### src/rtl/i2s_rx_pkg.sv
`timescale 1ns/1ps
package i2s_rx_pkg;

   // Smallest count that can hold the value n.
   function automatic int unsigned bits_for(input int unsigned n);
      return (n < 2) ? 1 : $clog2(n + 1);
   endfunction

endpackage

### src/rtl/i2s_rx_wsdet.sv
`timescale 1ns/1ps
// Word-select change detector.
// Marks the first rising edge that sees a new word-select level.
module i2s_rx_wsdet (
   input  logic clk_i,
   input  logic rst_i,
   input  logic ws_i,
   output logic ws_q_o,
   output logic bnd_o,
   output logic armed_o
);

   logic ws_q;
   logic armed;

   // Reset loads the current level, so that holding a level does not produce a false change.
   always_ff @(posedge clk_i) begin
      if (rst_i) begin
         ws_q  <= ws_i;
         armed <= 1'b0;
      end else begin
         ws_q <= ws_i;
         if (bnd_o) armed <= 1'b1;
      end
   end

   assign bnd_o   = !rst_i && (ws_i != ws_q);
   assign ws_q_o  = ws_q;
   assign armed_o = armed;

endmodule

### src/rtl/i2s_rx_halfcnt.sv
`timescale 1ns/1ps
// Half-period timer, packed-frame detection and active length selection.
module i2s_rx_halfcnt #(
   parameter int SAMPLE_W  = 24,
   parameter int MIN_LEN   = 16,
   parameter int PACK_LEN  = 16,
   parameter int CNT_W     = 7,
   parameter int LEN_W     = 5,
   parameter bit AUTO_PACK = 1'b1
) (
   input  logic             clk_i,
   input  logic             rst_i,
   input  logic             bnd_i,
   input  logic             armed_i,
   input  logic [LEN_W-1:0] len_cfg_i,
   output logic [LEN_W-1:0] len_act_o,
   output logic             packed_o
);

   localparam logic [LEN_W-1:0] LO_LEN = LEN_W'(MIN_LEN);
   localparam logic [LEN_W-1:0] HI_LEN = LEN_W'(SAMPLE_W);
   localparam logic [LEN_W-1:0] PK_LEN = LEN_W'(PACK_LEN);

   logic             packed_q;
   logic [LEN_W-1:0] cfg_c;

   generate
      if (AUTO_PACK) begin : g_auto
         localparam logic [CNT_W-1:0] PK_LAST = CNT_W'(PACK_LEN - 1);
         logic [CNT_W-1:0] hc;

         // hc counts the edges since the last change; it saturates, so long halves never look packed.
         always_ff @(posedge clk_i) begin
            if (rst_i) begin
               hc       <= '0;
               packed_q <= 1'b0;
            end else if (bnd_i) begin
               hc <= '0;
               if (armed_i) packed_q <= (hc == PK_LAST);
            end else if (hc != {CNT_W{1'b1}}) begin
               hc <= hc + 1'b1;
            end
         end
      end else begin : g_fixed
         assign packed_q = 1'b0;
      end
   endgenerate

   always_comb begin
      if (len_cfg_i < LO_LEN)      cfg_c = LO_LEN;
      else if (len_cfg_i > HI_LEN) cfg_c = HI_LEN;
      else                         cfg_c = len_cfg_i;
   end

   assign len_act_o = packed_q ? PK_LEN : cfg_c;
   assign packed_o  = packed_q;

endmodule

### src/rtl/i2s_rx_deser.sv
`timescale 1ns/1ps
// Deserialiser: places bits MSB first and leaves the unused low bits at zero.
module i2s_rx_deser #(
   parameter int SAMPLE_W = 24,
   parameter int LEN_W    = 5
) (
   input  logic                clk_i,
   input  logic                rst_i,
   input  logic                bnd_i,
   input  logic                armed_i,
   input  logic                sd_i,
   input  logic [LEN_W-1:0]    len_act_i,
   output logic [SAMPLE_W-1:0] word_o,
   output logic                done_o
);

   localparam logic [LEN_W-1:0] TOP_IDX = LEN_W'(SAMPLE_W - 1);

   logic [SAMPLE_W-1:0] sh;
   logic [LEN_W-1:0]    cnt;
   logic [LEN_W-1:0]    idx;
   logic                take;

   assign take = armed_i && (cnt < len_act_i);
   assign idx  = TOP_IDX - cnt;

   always_comb begin
      word_o = sh;
      if (take) word_o[idx] = sd_i;
   end

   always_ff @(posedge clk_i) begin
      if (rst_i || bnd_i) begin
         sh  <= '0;
         cnt <= '0;
      end else if (take) begin
         sh  <= word_o;
         cnt <= cnt + 1'b1;
      end
   end

   assign done_o = bnd_i && armed_i;

endmodule

### src/rtl/i2s_rx.sv
`timescale 1ns/1ps
// Top level: I2S receiver with word pairing and the valid strobe.
module i2s_rx #(
   parameter int SAMPLE_W  = 24,
   parameter int MIN_LEN   = 16,
   parameter int PACK_LEN  = 16,
   parameter int CNT_W     = 7,
   parameter bit AUTO_PACK = 1'b1,
   parameter int LEN_W     = i2s_rx_pkg::bits_for(SAMPLE_W)
) (
   input  logic                bclk_i,
   input  logic                rst_i,
   input  logic                ws_i,
   input  logic                sd_i,
   input  logic [LEN_W-1:0]    len_cfg_i,
   output logic [SAMPLE_W-1:0] left_o,
   output logic [SAMPLE_W-1:0] right_o,
   output logic                valid_o,
   output logic                packed_o
);

   generate
      if (MIN_LEN < 1 || MIN_LEN > SAMPLE_W) begin : g_bad_min
         $error("i2s_rx: MIN_LEN must lie in 1..SAMPLE_W");
      end
      if (PACK_LEN < 1 || PACK_LEN > SAMPLE_W) begin : g_bad_pack
         $error("i2s_rx: PACK_LEN must lie in 1..SAMPLE_W");
      end
      if (PACK_LEN >= (1 << CNT_W) - 1) begin : g_bad_cnt
         $error("i2s_rx: CNT_W too narrow for PACK_LEN");
      end
   endgenerate

   logic                ws_q;
   logic                bnd;
   logic                armed;
   logic [LEN_W-1:0]    len_act;
   logic [SAMPLE_W-1:0] word;
   logic                done;
   logic [SAMPLE_W-1:0] left_hold;
   logic                left_have;

   i2s_rx_wsdet u_wsdet (
      .clk_i   (bclk_i),
      .rst_i   (rst_i),
      .ws_i    (ws_i),
      .ws_q_o  (ws_q),
      .bnd_o   (bnd),
      .armed_o (armed)
   );

   i2s_rx_halfcnt #(
      .SAMPLE_W  (SAMPLE_W),
      .MIN_LEN   (MIN_LEN),
      .PACK_LEN  (PACK_LEN),
      .CNT_W     (CNT_W),
      .LEN_W     (LEN_W),
      .AUTO_PACK (AUTO_PACK)
   ) u_halfcnt (
      .clk_i     (bclk_i),
      .rst_i     (rst_i),
      .bnd_i     (bnd),
      .armed_i   (armed),
      .len_cfg_i (len_cfg_i),
      .len_act_o (len_act),
      .packed_o  (packed_o)
   );

   i2s_rx_deser #(
      .SAMPLE_W (SAMPLE_W),
      .LEN_W    (LEN_W)
   ) u_deser (
      .clk_i     (bclk_i),
      .rst_i     (rst_i),
      .bnd_i     (bnd),
      .armed_i   (armed),
      .sd_i      (sd_i),
      .len_act_i (len_act),
      .word_o    (word),
      .done_o    (done)
   );

   // ws_q is the level of the finishing word: 0 means left, 1 means right.
   always_ff @(posedge bclk_i) begin
      if (rst_i) begin
         left_hold <= '0;
         left_have <= 1'b0;
         left_o    <= '0;
         right_o   <= '0;
         valid_o   <= 1'b0;
      end else begin
         valid_o <= 1'b0;
         if (done) begin
            if (!ws_q) begin
               left_hold <= word;
               left_have <= 1'b1;
            end else begin
               if (left_have) begin
                  left_o  <= left_hold;
                  right_o <= word;
                  valid_o <= 1'b1;
               end
               left_have <= 1'b0;
            end
         end
      end
   end

endmodule

### config.mk
export PLATFORM = sky130hd
export DESIGN_NAME = i2s_rx
export DESIGN_NICKNAME = d
export VERILOG_FILES = /design/src/rtl/i2s_rx_pkg.sv /design/src/rtl/i2s_rx_wsdet.sv /design/src/rtl/i2s_rx_halfcnt.sv /design/src/rtl/i2s_rx_deser.sv /design/src/rtl/i2s_rx.sv
export SDC_FILE = /design/constraint.sdc
export NUM_CORES = 1
export LEC_CHECK = 0
export ABC_AREA = 0
export CORE_UTILIZATION = 61
export CTS_CLUSTER_DIAMETER = 150
export DETAILED_ROUTE_END_ITERATION = 8
export PLACE_DENSITY = 0.81
export SLEW_MARGIN = 20
export SYNTH_ARGS = -nofsm -noshare
export SYNTH_HDL_FRONTEND = slang
export SYNTH_SLANG_ARGS = --single-unit
### constraint.sdc
create_clock -name bclk_i -period 7.6 [get_ports bclk_i]
set_clock_uncertainty 0.15 [all_clocks]
set_input_delay 0.76 -clock bclk_i [delete_from_list [all_inputs] [get_ports bclk_i]]
set_output_delay 0.76 -clock bclk_i [all_outputs]
set_load 0.05 [all_outputs]
==> impl_metrics.toml, run 1 <==
[timing]
tightest_slew_ns = 0.8572
fin_tns_setup_ns = 0
finalSetupViolations = 0
relSlewSlack = 0.4242
period_needed_ns = 3.322
drv_slew = 0
max_freq_ghz = 0.3010
fin_crit_sh = 0.4372
rsz0062_at_grt = "false"
worst_slack_ns = 4.278
final_hold_viol_count = 0

[synth]
syn_nets = 630
synthXorXnorAreaFrac = 0.006616
synthAdderAreaFrac = 0.02127
synthMuxAreaShare = 0.03970
synth_simple_gate_area_share = 0.2034
ys_seq_elements = 113
synth_edf_count = 0
synth.top_cell.area_share = 0.4272
synthFlopType = "dfxtp_1"
post_synth_instance_area_um2 = 5295
ys.warnings.count = 0
ys_seq_area_frac = 0.4272
synth-compound-area-share = 0.2500
synth-async-reset-ratio = 0
syn_avg_cell_area_um2 = 8.652
synth_cells = 612
synth_top_family_by_area = "compound AO/OA/AOI/OAI gates"
synth_cell_types = 47
synth_top_area_cell = "dfxtp_1"
synth.area.top_cells = "dfxtp_1 43%, o211ai_1 9.6%, nand2_1 7.2%"

[hold_path]
holdPathStages = 2
hold_path_end = "left_o[12]"
hold_path.class = "reg -> reg"
hp-start = "left_o[12]"

[worst_setup_path]
arrival_ns = 3.60
r2r-start = "u_wsdet.armed_o"
crit_chain = "clkdlybuf4s50_1 > nor3b_2 > nand2_1 > ha_1 > and4_4 > a2111o_1 > nand2b_1 > o211ai_1"
max_stage_delay_ns = 0.66
cp.required_ns = 7.87
r2r_cells = 6
crit_buf_inv = 1
path_max_fanout = 16
crit_family = "simple AND/OR/NAND/NOR gates"
r2r_slack_ns = 4.60
cp_slowest_cell = "a2111o_1"
r2r-end = "right_o[16]"
end_kind = "flop"
path_class = "in -> reg"
startpoint_type = "primary input"

[global_route]
grt_usage = 0.3384
grt_pass1_wl_um = 23580
grt_pass1_vias = 4579
grt_max_degree = 72
antenna_found_initial = 0
grt.overflow.total = 0

[cells_and_area]
nets = 654
diodes = 0
area_growth_pct = 22.45
drive_gt1_frac = 0.07550
finalCoreUtilization = 0.7812

[placed_design]
dp_hpwl_um = 8854
numPortBuffers = 58
place.gp.congestion = 0.8436
dpl_worst_slack_ns = 3.802

[die]
start_util = 0.6380
die_h_um = 95.17
placementRows = 33
die_w_um = 95.17
die_area_um2 = 9057
io_pins = 59
fp.coreArea_um2 = 8299

[power_and_ir_drop]
vdd_drop_max_mv = 0.1564
p_leak_nw = 2.087
p_total_mw = 1.530
cellPowerDensity_nw_per_um2 = 236.0

[routing]
drc = 0
postRouteAntennaNets = 0
vias_per_cell = 6.836
wl_per_cell_um = 19.59
drt-total-wl_um = 14770
drt_iter0_drc = 542
num_vias = 5154
dr.pass1.iters = 6

[clock_tree]
clk_path_buf_depth = 2
clock_latency_ns = 0.51
cts-root-buf = "clkbuf_8"
htreeDepth = 4
postCtsHoldBufs = 0
path_clk_slew_ns = 0.05
post_cts_buffers = 0
cts_sinks = 113
cts_tree = "built"
cts_resized = 0
numCtsBuffers = 17

[run_status]
status = "completed"

[flow_run]
max_cap_violations = 0
==> through the flow <==
step,instance area [um2],hold slack [ns],std cells
floorplan,5295,0.2815,612
global placement,5849,0.2930,722
detailed placement,5849,0.2960,722
CTS,6484,0.3041,754
global route,6484,0.3209,754
finish,6484,0.3020,754
==> how the worst max path moves through the flow <==
stage / from / cells after the start / endpoint / slack, ns
floorplan: len_cfg_i[3] / 8 / u_deser.sh[5] / 4.71
detailed placement: len_cfg_i[4] / 8 / right_o[21] / 3.80
global route: len_cfg_i[4] / 8 / left_hold[21] / 4.09
finish: len_cfg_i[4] / 8 / right_o[21] / 4.28
global placement: len_cfg_i[4] / 8 / right_o[20] / 3.89
CTS: len_cfg_i[4] / 8 / right_o[21] / 4.32
==> cell usage after synthesis (2+ instances only) <==
cell	count
a2111o_1	2
a21oi_1	35
a31oi_1	4
a32oi_1	36
and3_1	9
buf_1	3
buf_2	9
clkbuf_1	48
dfxtp_1	113
ha_1	9
inv_1	5
mux2i_1	21
nand2_1	102
nand2b_1	13
nand3_1	13
nand4_1	21
nor2_1	18
nor2b_1	5
nor3_1	13
nor4_1	3
o211ai_1	68
o21ai_0	4
o311ai_0	16
o41ai_1	6
or2_2	3
or3_1	5
or4_1	6
xor2_1	3
==> layer usage <==
layer / vias to the layer above / share of wire / GRT usage
met5: - / 0 / 0
met4: 0 / 0.021 / 0.1376
met3: 37 / 0.10 / 0.07815
met2: 321 / 0.45 / 0.5042
met1: 2428 / 0.43 / 0.4703
li1: 2368 / - / -
==> final cells by class <==
class / count / area (um2)
clock buffers: 22 / 452.9
well taps: 105 / 131.4
flip-flops and latches: 113 / 2262
repair buffers: 66 / 640.6
clock inverters: 10 / 181.4
inverters: 6 / 22.52
fillers: 563 / 1815
multi-input cells: 432 / 2793
==> power breakdown <==
group          switching, mW  total (mW)  internal, mW
clock network          0.273       0.854         0.582
registers            0.00399       0.599         0.595
logic                 0.0586      0.0767        0.0181
total                  0.335        1.53          1.20
==> worst reg2reg max path, delay by kind of cell (launching register included) <==
kind,cells,cell delay (ns)
DFF,1,0.56
and+or+nand+nor,3,1.19
buffers and inverters,2,0.70
AOI/OAI and AO/OA,1,0.31
==> sequential cells by signal (all words and copies together) (netlist names) <==
name	cells
u_halfcnt.g_auto.hc	7
u_wsdet.ws_q_o	1
u_deser.cnt	5
u_halfcnt.packed_o	1
valid_o	1
u_deser.sh	24
left_have	1
u_wsdet.armed_o	1
right_o	24
left_o	24
left_hold	24
==> logic make-up (layout without fill, tap and decap cells) <==
family,Yosys count,in the layout
simple gates,220,220
other cells,1,1
compound gates,177,177
mux,21,21
fa+ha+maj,9,9
buf+inv,67,104
xor+xnor,4,4
flops,113,113
==> layout by cell type (no fill, tap or decap), drive strengths merged, types with 16 or more instances in the layout <==
cell type	n
nand2	102
nor2	18
clkbuf	22
dfxtp	113
a21oi	35
mux2i	21
o311ai	16
a32oi	36
o211ai	68
nand4	21
clkdlybuf4s50	58
(Power assumes the default switching activity.)
==> run 2: changes to the inputs <==
- CORE_UTILIZATION: 61 -> 56
- PLACE_DENSITY: 0.81 -> 0.75
- clock period: 7.6 -> 3.2 ns (I/O delays scaled with it)
==> impl_metrics.toml, run 2 (synthesis gave the netlist of run 1 again) <==
[routing]
drt_iter0_drc = 494
vias_per_cell = 6.607
wl_per_cell_um = 19.53
num_vias = 5127
drc = 0
dr.pass1.iters = 5
postRouteAntennaNets = 0
drt-total-wl_um = 15160

[power_and_ir_drop]
seqPwrFrac = 0.394
vdd_drop_max_mv = 0.3796
cellPowerDensity_nw_per_um2 = 545.5
intPower_mw = 2.777
pwr-share-comb = 0.054
p_total_mw = 3.609
p_switching_mw = 0.8328
p_leak_nw = 2.164
sw_frac_of_total = 0.2307
p_clk_frac = 0.551

[cells_and_area]
diodes = 0
area_growth_pct = 24.95
final_area_um2 = 6616
layout_commonest_cell = "dfxtp_1"
drive_gt1_frac = 0.1008
layout.cells.non_filler = 776
nets = 670
finalCoreUtilization = 0.7195
layout_common_cells = "113 x dfxtp_1, 102 x nand2_1, 68 x o211ai_1"

[worst_setup_path]
r2r_slack_ns = 0.38
r2r_cells = 7
r2r-end = "right_o[2]"
end_kind = "flop"
crit_chain = "nor3b_2 > nand2_1 > ha_1 > and4_4 > a211o_4 > or3_1 > o211ai_1"
crit_family = "simple AND/OR/NAND/NOR gates"
r2r-start = "u_halfcnt.packed_o"
arrival_ns = 3.11
path_class = "reg -> reg"
crit_buf_inv = 0
cp.required_ns = 3.49
max_stage_delay_ns = 0.54
startpoint_type = "flop"
cp_slowest_cell = "or3_1"
path_max_fanout = 36

[die]
die_h_um = 99.24
die_area_um2 = 9849
start_util = 0.5758
die_w_um = 99.24
fp.coreArea_um2 = 9196
io_pins = 59
placementRows = 35

[timing]
relSlewSlack = 0.5430
max_freq_ghz = 0.3542
worst_slack_ns = 0.3771
drv_slew = 0
rsz0062_at_grt = "false"
finalSetupViolations = 0
fin_crit_sh = 0.8822
whs_ns = 0.3016
period_needed_ns = 2.823
tightest_slew_ns = 0.6839
fin_tns_setup_ns = 0
final_hold_viol_count = 0

[hold_path]
hp-start = "left_o[9]"
holdPathStages = 2
hold_path_end = "left_o[9]"
hold_path.class = "reg -> reg"

[clock_tree]
htreeDepth = 4
cts_resized = 0
path_clk_slew_ns = 0.06
post_cts_buffers = 0
cts-root-buf = "clkbuf_8"
numCtsBuffers = 17
postCtsHoldBufs = 0
cts_sinks = 113
clock_latency_ns = 0.52
clk_path_buf_depth = 2
cts_tree = "built"

[placed_design]
place.gp.congestion = 0.8568
dpl.cell_count = 744
dp_hpwl_um = 9811
numPortBuffers = 58
placed_cell_area_um2 = 5989
dpl_worst_slack_ns = -0.05083

[global_route]
grt_usage = 0.3211
grt.overflow.total = 0
antenna_found_initial = 0
grt_pass1_wl_um = 24610
grt_max_degree = 41
grt_pass1_vias = 4659

[flow_run]
max_cap_violations = 0

[run_status]
status = "completed"
run 2: changes by cell type in the layout (fill, tap and decap cells not counted):
cell / change
clkinv_4: +3
inv_6: +1
clkbuf_1: -2
clkinv_2: -1
buf_12: +1
buf_4: +15
bufinv_16: -1
run 2: worst max path at each step:
| stage | from | to | slack, ns | cells past startpoint |
|---|---|---|---|---|
| 6_report | u_halfcnt.packed_o | right_o[2] | 0.38 | 7 |
| 5_1_grt | u_halfcnt.packed_o | u_deser.sh[2] | 0.24 | 7 |
| 4_1_cts | u_halfcnt.packed_o | u_deser.sh[2] | 0.38 | 7 |
| 3_5_place_dp | len_cfg_i[4] | u_deser.sh[2] | -0.05 | 8 |
| 3_3_place_gp | len_cfg_i[4] | u_deser.sh[7] | 0.06 | 8 |
| 2_1_floorplan | u_halfcnt.packed_o | u_deser.sh[5] | 0.49 | 8 |
run 2: worst reg2reg max path, stage by stage (launching register included):
cell	delay, ns
dfxtp_1	0.34
nor3b_2	0.36
nand2_1	0.12
ha_1	0.31
and4_4	0.21
a211o_4	0.46
or3_1	0.55
o211ai_1	0.24
run 2: layer usage:
layer  up-vias  part of all wire  global-route usage
met2       251              0.45              0.4776
met5         -                 0                   0
met4         0             0.026              0.1335
li1       2398                 -                   -
met1      2437              0.45              0.4582
met3        41             0.069             0.05903
run 2: cell type report:
class                      instances  area (um2)
multi-input combinational        432        2793
clock buffer                      20       445.4
clock inverter                    12       181.4
timing repair buffer              82       773.2
sequential                       113        2262
tap                              111       138.9
inverter                           6       22.52
fill                             745        2580
run 2: power by group through the flow:
stage | registers, mW | logic [mW] | clock network [mW]
after floorplan | 1.45 | 0.129 | 0
after global placement | 1.45 | 0.183 | 0
after detailed placement | 1.45 | 0.189 | 0
after CTS | 1.42 | 0.192 | 2.00
after global routing | 1.42 | 0.211 | 2.07
final | 1.42 | 0.196 | 1.99
==> run 3: changes to the inputs <==
- clock period: 3.2 -> 2.8 ns (I/O delays scaled with it)
==> impl_metrics.toml, run 3 (synthesis gave the netlist of run 1 again) <==
[power_and_ir_drop]
cellPowerDensity_nw_per_um2 = 603.0
vdd_drop_max_mv = 0.3311
p_total_mw = 4.054
p_leak_nw = 2.207

[die]
die_w_um = 99.24
die_h_um = 99.24
die_area_um2 = 9849
start_util = 0.5758
placementRows = 35
io_pins = 59
fp.coreArea_um2 = 9196

[placed_design]
place.gp.congestion = 0.8700
numPortBuffers = 58
dp_hpwl_um = 10000

[global_route]
grt_max_degree = 42
antenna_found_initial = 0
grt.overflow.total = 0
grt_pass1_wl_um = 24700
grt_usage = 0.3190
grt_pass1_vias = 4819

[hold_path]
hold_path.class = "in -> reg"

[cells_and_area]
nets = 680
layout_commonest_cell = "dfxtp_1"
area_growth_pct = 26.98
drive_gt1_frac = 0.1156
diodes = 0
layout_common_cells = "113 x dfxtp_1, 102 x nand2_1, 68 x o211ai_1"
n_fill_cell = 721

[flow_run]
max_cap_violations = 0

[clock_tree]
clock_latency_ns = 0.52
numCtsBuffers = 17
path_clk_slew_ns = 0.06
post_cts_buffers = 0
cts_sinks = 113
htreeDepth = 4
cts_tree = "built"
cts-root-buf = "clkbuf_8"
clk_path_buf_depth = 2

[timing]
max_freq_ghz = 0.3817
whs_ns = 0.2711
rsz0062_at_grt = "false"
relSlewSlack = 0.6333
finalSetupViolations = 0
drv_slew = 0
tightest_slew_ns = 0.5501
fin_tns_setup_ns = 0
fin_crit_sh = 0.9357
final_hold_viol_count = 0
period_needed_ns = 2.620

[routing]
drc = 0
vias_per_cell = 6.636
drt_iter0_drc = 400
wl_per_cell_um = 19.43
num_vias = 5216
drt-total-wl_um = 15270
dr.pass1.iters = 5
postRouteAntennaNets = 0

[worst_setup_path]
path_max_fanout = 22
cp.required_ns = 3.02
path_class = "reg -> reg"
end_kind = "flop"
arrival_ns = 2.84
startpoint_type = "flop"

[run_status]
status = "completed"
-- run 3: cell types whose count changed in the layout (fill, tap and decap cells not counted) --
cell	change
clkinvlp_4	+3
inv_6	+2
o311ai_1	+1
bufinv_16	-1
buf_4	+5
clkinv_4	-1
clkbuf_8	-2
buf_12	+5
clkbuf_1	-1
o311ai_0	-1
-- run 3: area by class of cell --
| type | count | area, um2 | area share |
|---|---|---|---|
| multi-input cells | 432 | 2793 | 0.4153 |
| flip-flops and latches | 113 | 2262 | 0.3364 |
| repair buffers | 92 | 910.9 | 0.1355 |
| clock buffers | 17 | 414.1 | 0.06159 |
| clock inverters | 15 | 182.7 | 0.02717 |
| well taps | 111 | 138.9 | 0.02065 |
| inverters | 6 | 22.52 | 0.003349 |
-- run 3: path summary, 6_finish.rpt --
check                          start        endpoint  slack, ns  depth (start not counted)
setup / recovery  u_halfcnt.packed_o      right_o[5]       0.18                          9
hold / removal                  ws_i  u_wsdet.ws_q_o       0.27                          1
setup reg to reg  u_halfcnt.packed_o      right_o[5]       0.18                          9
hold reg to reg           left_o[23]      left_o[23]       0.30                          2
-- run 3: timing repair --
| item | 4_1_cts | 5_1_grt |
|---|---|---|
| hold buffers | 0 | 0 |
| resized for setup | 0 | 1 |
| setup endpoints to repair | 0 | 1 |
-- run 3: worst max-delay path, stage by stage (launching register included) --
cell,delay [ns]
dfxtp_1,0.35
nor3b_2,0.21
buf_4,0.16
nand2_1,0.06
ha_1,0.17
and4_4,0.19
a211o_4,0.40
buf_4,0.17
o311ai_0,0.41
o211ai_1,0.18
-- run 3: metal layers --
| metal | track usage | share of wire |
|---|---|---|
| met5 | 0 | 0 |
| met4 | 0.1210 | 0.018 |
| met3 | 0.07519 | 0.079 |
| met2 | 0.4802 | 0.46 |
| met1 | 0.4444 | 0.44 |
-- run 3: stage by stage --
stage               std cells  instance area [um2]  utilization  setup slack, ns
floorplan                 612                 5295            -          0.09401
global placement          754                 6127       0.6663         -0.07193
detailed placement        754                 6127       0.6663          -0.1838
CTS                       786                 6724       0.7312           0.1795
global route              786                 6724       0.7312         0.006261
finish                    786                 6724       0.7312           0.1799
-- run 3: report_power, final --
group          switching, mW  internal [mW]
Combinational          0.167         0.0847
Clock                  0.814           1.36
Sequential            0.0114           1.62
